--- src/rtl/bslice_alu_pkg.sv ---
package bslice_alu_pkg;

  typedef enum logic [2:0] {
    OP_INC   = 3'b000,
    OP_CPL   = 3'b001,
    OP_ADD   = 3'b010,
    OP_BSUBA = 3'b011,
    OP_LA    = 3'b100,
    OP_LNA   = 3'b101,
    OP_OR    = 3'b110,
    OP_NAOR  = 3'b111
  } alu_op_e;

  typedef struct packed {
    logic       arith;
    logic       inv_a;
    logic       use_b;
    logic [1:0] lsel;
  } slice_ctl_t;

endpackage

--- src/rtl/bslice_alu_dec.sv ---
module bslice_alu_dec
  import bslice_alu_pkg::*;
(
  input  logic       mode,
  input  logic [1:0] sel,
  output slice_ctl_t ctl
);

  alu_op_e op;

  always_comb begin
    op  = alu_op_e'({mode, sel});
    ctl = '0;
    ctl.arith = ~mode;
    ctl.lsel  = sel;
    unique case (op)
      OP_INC:   begin ctl.inv_a = 1'b0; ctl.use_b = 1'b0; end
      OP_CPL:   begin ctl.inv_a = 1'b1; ctl.use_b = 1'b0; end
      OP_ADD:   begin ctl.inv_a = 1'b0; ctl.use_b = 1'b1; end
      OP_BSUBA: begin ctl.inv_a = 1'b1; ctl.use_b = 1'b1; end
      default:  begin ctl.inv_a = 1'b0; ctl.use_b = 1'b0; end
    endcase
  end

endmodule

--- src/rtl/bslice_alu_slice.sv ---
module bslice_alu_slice
  import bslice_alu_pkg::*;
(
  input  slice_ctl_t ctl,
  input  logic       a,
  input  logic       b,
  input  logic       ci,
  output logic       f,
  output logic       co,
  output logic       sp,
  output logic       sg
);

  logic ea;
  logic eb;
  logic half;
  logic lres;

  always_comb begin
    ea   = a ^ ctl.inv_a;
    eb   = b & ctl.use_b;
    half = ea ^ eb;
    unique case (ctl.lsel)
      2'b00:   lres = a;
      2'b01:   lres = ~a;
      2'b10:   lres = a | b;
      default: lres = ~a | b;
    endcase
    if (ctl.arith) begin
      f  = half ^ ci;
      co = (ea & eb) | (half & ci);
      sp = half;
      sg = ea & eb;
    end else begin
      f  = lres;
      co = 1'b0;
      sp = 1'b0;
      sg = 1'b0;
    end
  end

endmodule

--- src/rtl/bslice_alu_la.sv ---
module bslice_alu_la #(
  parameter int WIDTH = 16
) (
  input  logic             arith,
  input  logic [WIDTH-1:0] sp,
  input  logic [WIDTH-1:0] sg,
  output logic             gp,
  output logic             gg
);

  logic [WIDTH-1:0] pacc;
  logic [WIDTH-1:0] gacc;

  assign pacc[0] = sp[0];
  assign gacc[0] = sg[0];

  for (genvar i = 1; i < WIDTH; i++) begin : g_chain
    assign pacc[i] = pacc[i-1] & sp[i];
    assign gacc[i] = sg[i] | (sp[i] & gacc[i-1]);
  end

  assign gp = arith & pacc[WIDTH-1];
  assign gg = arith & gacc[WIDTH-1];

endmodule

--- src/rtl/bslice_alu.sv ---
module bslice_alu
  import bslice_alu_pkg::*;
#(
  parameter int WIDTH = 16
) (
  input  logic [WIDTH-1:0] opa,
  input  logic [WIDTH-1:0] opb,
  input  logic             mode,
  input  logic [1:0]       sel,
  input  logic             cin,
  output logic [WIDTH-1:0] res,
  output logic             cout,
  output logic             grp_p,
  output logic             grp_g
);

  slice_ctl_t       ctl;
  logic [WIDTH:0]   carry;
  logic [WIDTH-1:0] sp;
  logic [WIDTH-1:0] sg;

  bslice_alu_dec u_dec (
    .mode (mode),
    .sel  (sel),
    .ctl  (ctl)
  );

  assign carry[0] = cin;

  for (genvar i = 0; i < WIDTH; i++) begin : g_slice
    bslice_alu_slice u_slice (
      .ctl (ctl),
      .a   (opa[i]),
      .b   (opb[i]),
      .ci  (carry[i]),
      .f   (res[i]),
      .co  (carry[i+1]),
      .sp  (sp[i]),
      .sg  (sg[i])
    );
  end

  assign cout = carry[WIDTH];

  bslice_alu_la #(.WIDTH(WIDTH)) u_la (
    .arith (ctl.arith),
    .sp    (sp),
    .sg    (sg),
    .gp    (grp_p),
    .gg    (grp_g)
  );

endmodule

--- config.mk ---
export PLATFORM = sky130hd
export DESIGN_NAME = bslice_alu
export DESIGN_NICKNAME = d
export VERILOG_FILES = /design/src/rtl/bslice_alu_pkg.sv /design/src/rtl/bslice_alu_dec.sv /design/src/rtl/bslice_alu_slice.sv /design/src/rtl/bslice_alu_la.sv /design/src/rtl/bslice_alu.sv
export SDC_FILE = /design/constraint.sdc
export NUM_CORES = 1
export LEC_CHECK = 0
export BUFFER_PORTS_ARGS = -buffer_cell sky130_fd_sc_hd__buf_2
export CAP_MARGIN = 20
export CORE_MARGIN = 5
export CORE_UTILIZATION = 55
export DETAILED_ROUTE_END_ITERATION = 6
export PLACE_DENSITY = 0.85
export SYNTH_ARGS = -nofsm -noshare
export SYNTH_HDL_FRONTEND = slang
export SYNTH_SLANG_ARGS = --single-unit
--- constraint.sdc ---
create_clock -name vclk -period 14.05
set_clock_uncertainty 0.2 [all_clocks]
set_input_delay 1.405 -clock vclk [all_inputs]
set_output_delay 1.405 -clock vclk [all_outputs]
set_load 0.02 [all_outputs]
==> results.ini <==
[critical_path]
critical_path_arrival_ns = 11.37
startpoint_type = primary input
slowest_stage = fa_1
cp_max_fo = 17
required_ns = 12.44
slowest_delay_ns = 0.42
cp-end-kind = output pin
startpoint = sel[1]
crit_path_end = res[15]
crit_top_cell = fa_1
critPathKind = primary input to output pin

[grt]
grt_pass1_wl_mm = 5.98
grt_max_degree = 36
antenna_found_initial = 0
overflow = 0
grt_pass1_vias = 1442
grt.total_usage_pct = 16.2

[floorplanning]
start_util_pct = 57.4
chipHeight_um = 66.7
ioPinCount = 55
std_cell_rows = 20
die-area_sq_um = 4450
die_w_um = 66.7
core_sq_um = 3080

[cells_and_area]
nNetsFinal = 318
stdcell_count = 292
final_cell_mix = buf_2 (55), a21oi_1 (22), inv_1 (21)
layout_commonest_cell = buf_2
drive_above_1_share_pct = 32.7
clkbuf_count = 0
final_area_sq_um = 1920
syn_to_final_growth_pct = 8.56
diodes = 0
final_util_pct = 62.4
seqCellArea_sq_um = 0
seq_cells = 0

[sta]
whs_ns = 3.04
slew_viol_final = 0
max_freq_mhz = 77.1
setup_violations = 0
rsz0062_at_grt = no
setup_ws_ns = 1.07
fin_crit_sh_pct = 92.4
tightest_slew_ns = 0.377
tns_ns = 0
slew_headroom_pct = 74.9
final_hold_viol_count = 0
fin_crit_ns = 12.98

[synthesis]
synth_fp_nets = 284
ys_seq_area_share_pct = 0
yosys_warnings = 0
syn_area_per_cell_sq_um = 8.18
synth_cell_type_count = 35
netlist_area_sq_um = 1770
syn_inst = 216

[place]
place_ws_ns = 1.07
place_inst = 292
place_area_sq_um = 1920
hpwlAfterDp_mm = 2.94
io_buffers = 55
gp_congestion = 0.840

[routing]
wl_per_cell_um = 12.1
drtIter0Drc = 61
ant_nets = 0
drcViolationCount = 0
dr.pass1.iters = 4
vias_per_cell = 5.00
routed_wl_mm = 3.54
route.vias.total = 1461

[run]
max_cap_violations = 0

[power_and_ir_drop]
p_total_mw = 0.0751
irDropWorstVdd_mv = 0.0211
p_leak_nw = 1.03
powerDensity_nw_per_um2 = 39.1

[cts]
cts_setup_buffers = 0
cts_resized = 0
hold_buffers = 0

[worst_hold_path]
min_from = opb[15]
min_path_type = primary input to output pin

[run_status]
status = finished clean

-- cell usage after synthesis, drive strengths merged, types with 2 or more instances --
cell	count	area, sq um
fa	16	320
nor2	4	15.0
nand4	2	12.5
and2	4	25.0
or2	12	75.1
xnor2	16	200
inv	30	113
nand2	15	56.3
nand2b	3	18.8
ha	16	200
mux2i	14	140
xor2	16	140
nand3	2	10.0
buf	27	209
nor2b	2	12.5
a211oi	2	15.0
o21ai	3	15.0
a21oi	22	110
-- power breakdown --
part	internal [mW]	switching, mW
clock	0	0
sequential	0	0
combinational	0.0313	0.0438
-- cell families after synthesis --
group	Yosys count	share of synthesized area, %
buffers and inverters	57	18.2
AND/OR/NAND/NOR	50	15.1
XOR/XNOR	32	19.2
adder cells (fa/ha/maj)	32	29.4
AO/OA/AOI/OAI	31	10.0
multiplexers	14	7.93
-- routing by layer --
metal	track usage, %	part of all wire [%]	up-vias	wire (um)
met5	0	0	-	0
met4	0.761	0.42	0	15
met3	0.169	6.0	2	213
met2	29.6	49	41	1730
met1	22.4	45	673	1580
li1	-	-	745	-
-- final cells by class --
type | instances | area [sq um]
fill | 295 | 1160
timing repair buffer | 59 | 305
inverter | 30 | 113
tap | 44 | 55.1
multi-input combinational | 159 | 1450
-- worst max-delay path: cells and delay by family --
family	cells	cell delay (ns)
AO/OA/AOI/OAI	1	0.05
adder cells (fa/ha/maj)	16	5.63
buffers and inverters	3	0.52
AND/OR/NAND/NOR	18	3.76
-- worst min path at each step --
stage	endpoint	slack, ns	depth (start not counted)
after floorplan	cout	2.86	2
after global placement	res[9]	3.04	4
after detailed placement	res[15]	3.03	4
after CTS	res[15]	3.04	4
after global routing	res[5]	3.06	4
final	res[15]	3.04	4
(Power assumes the default switching activity.)
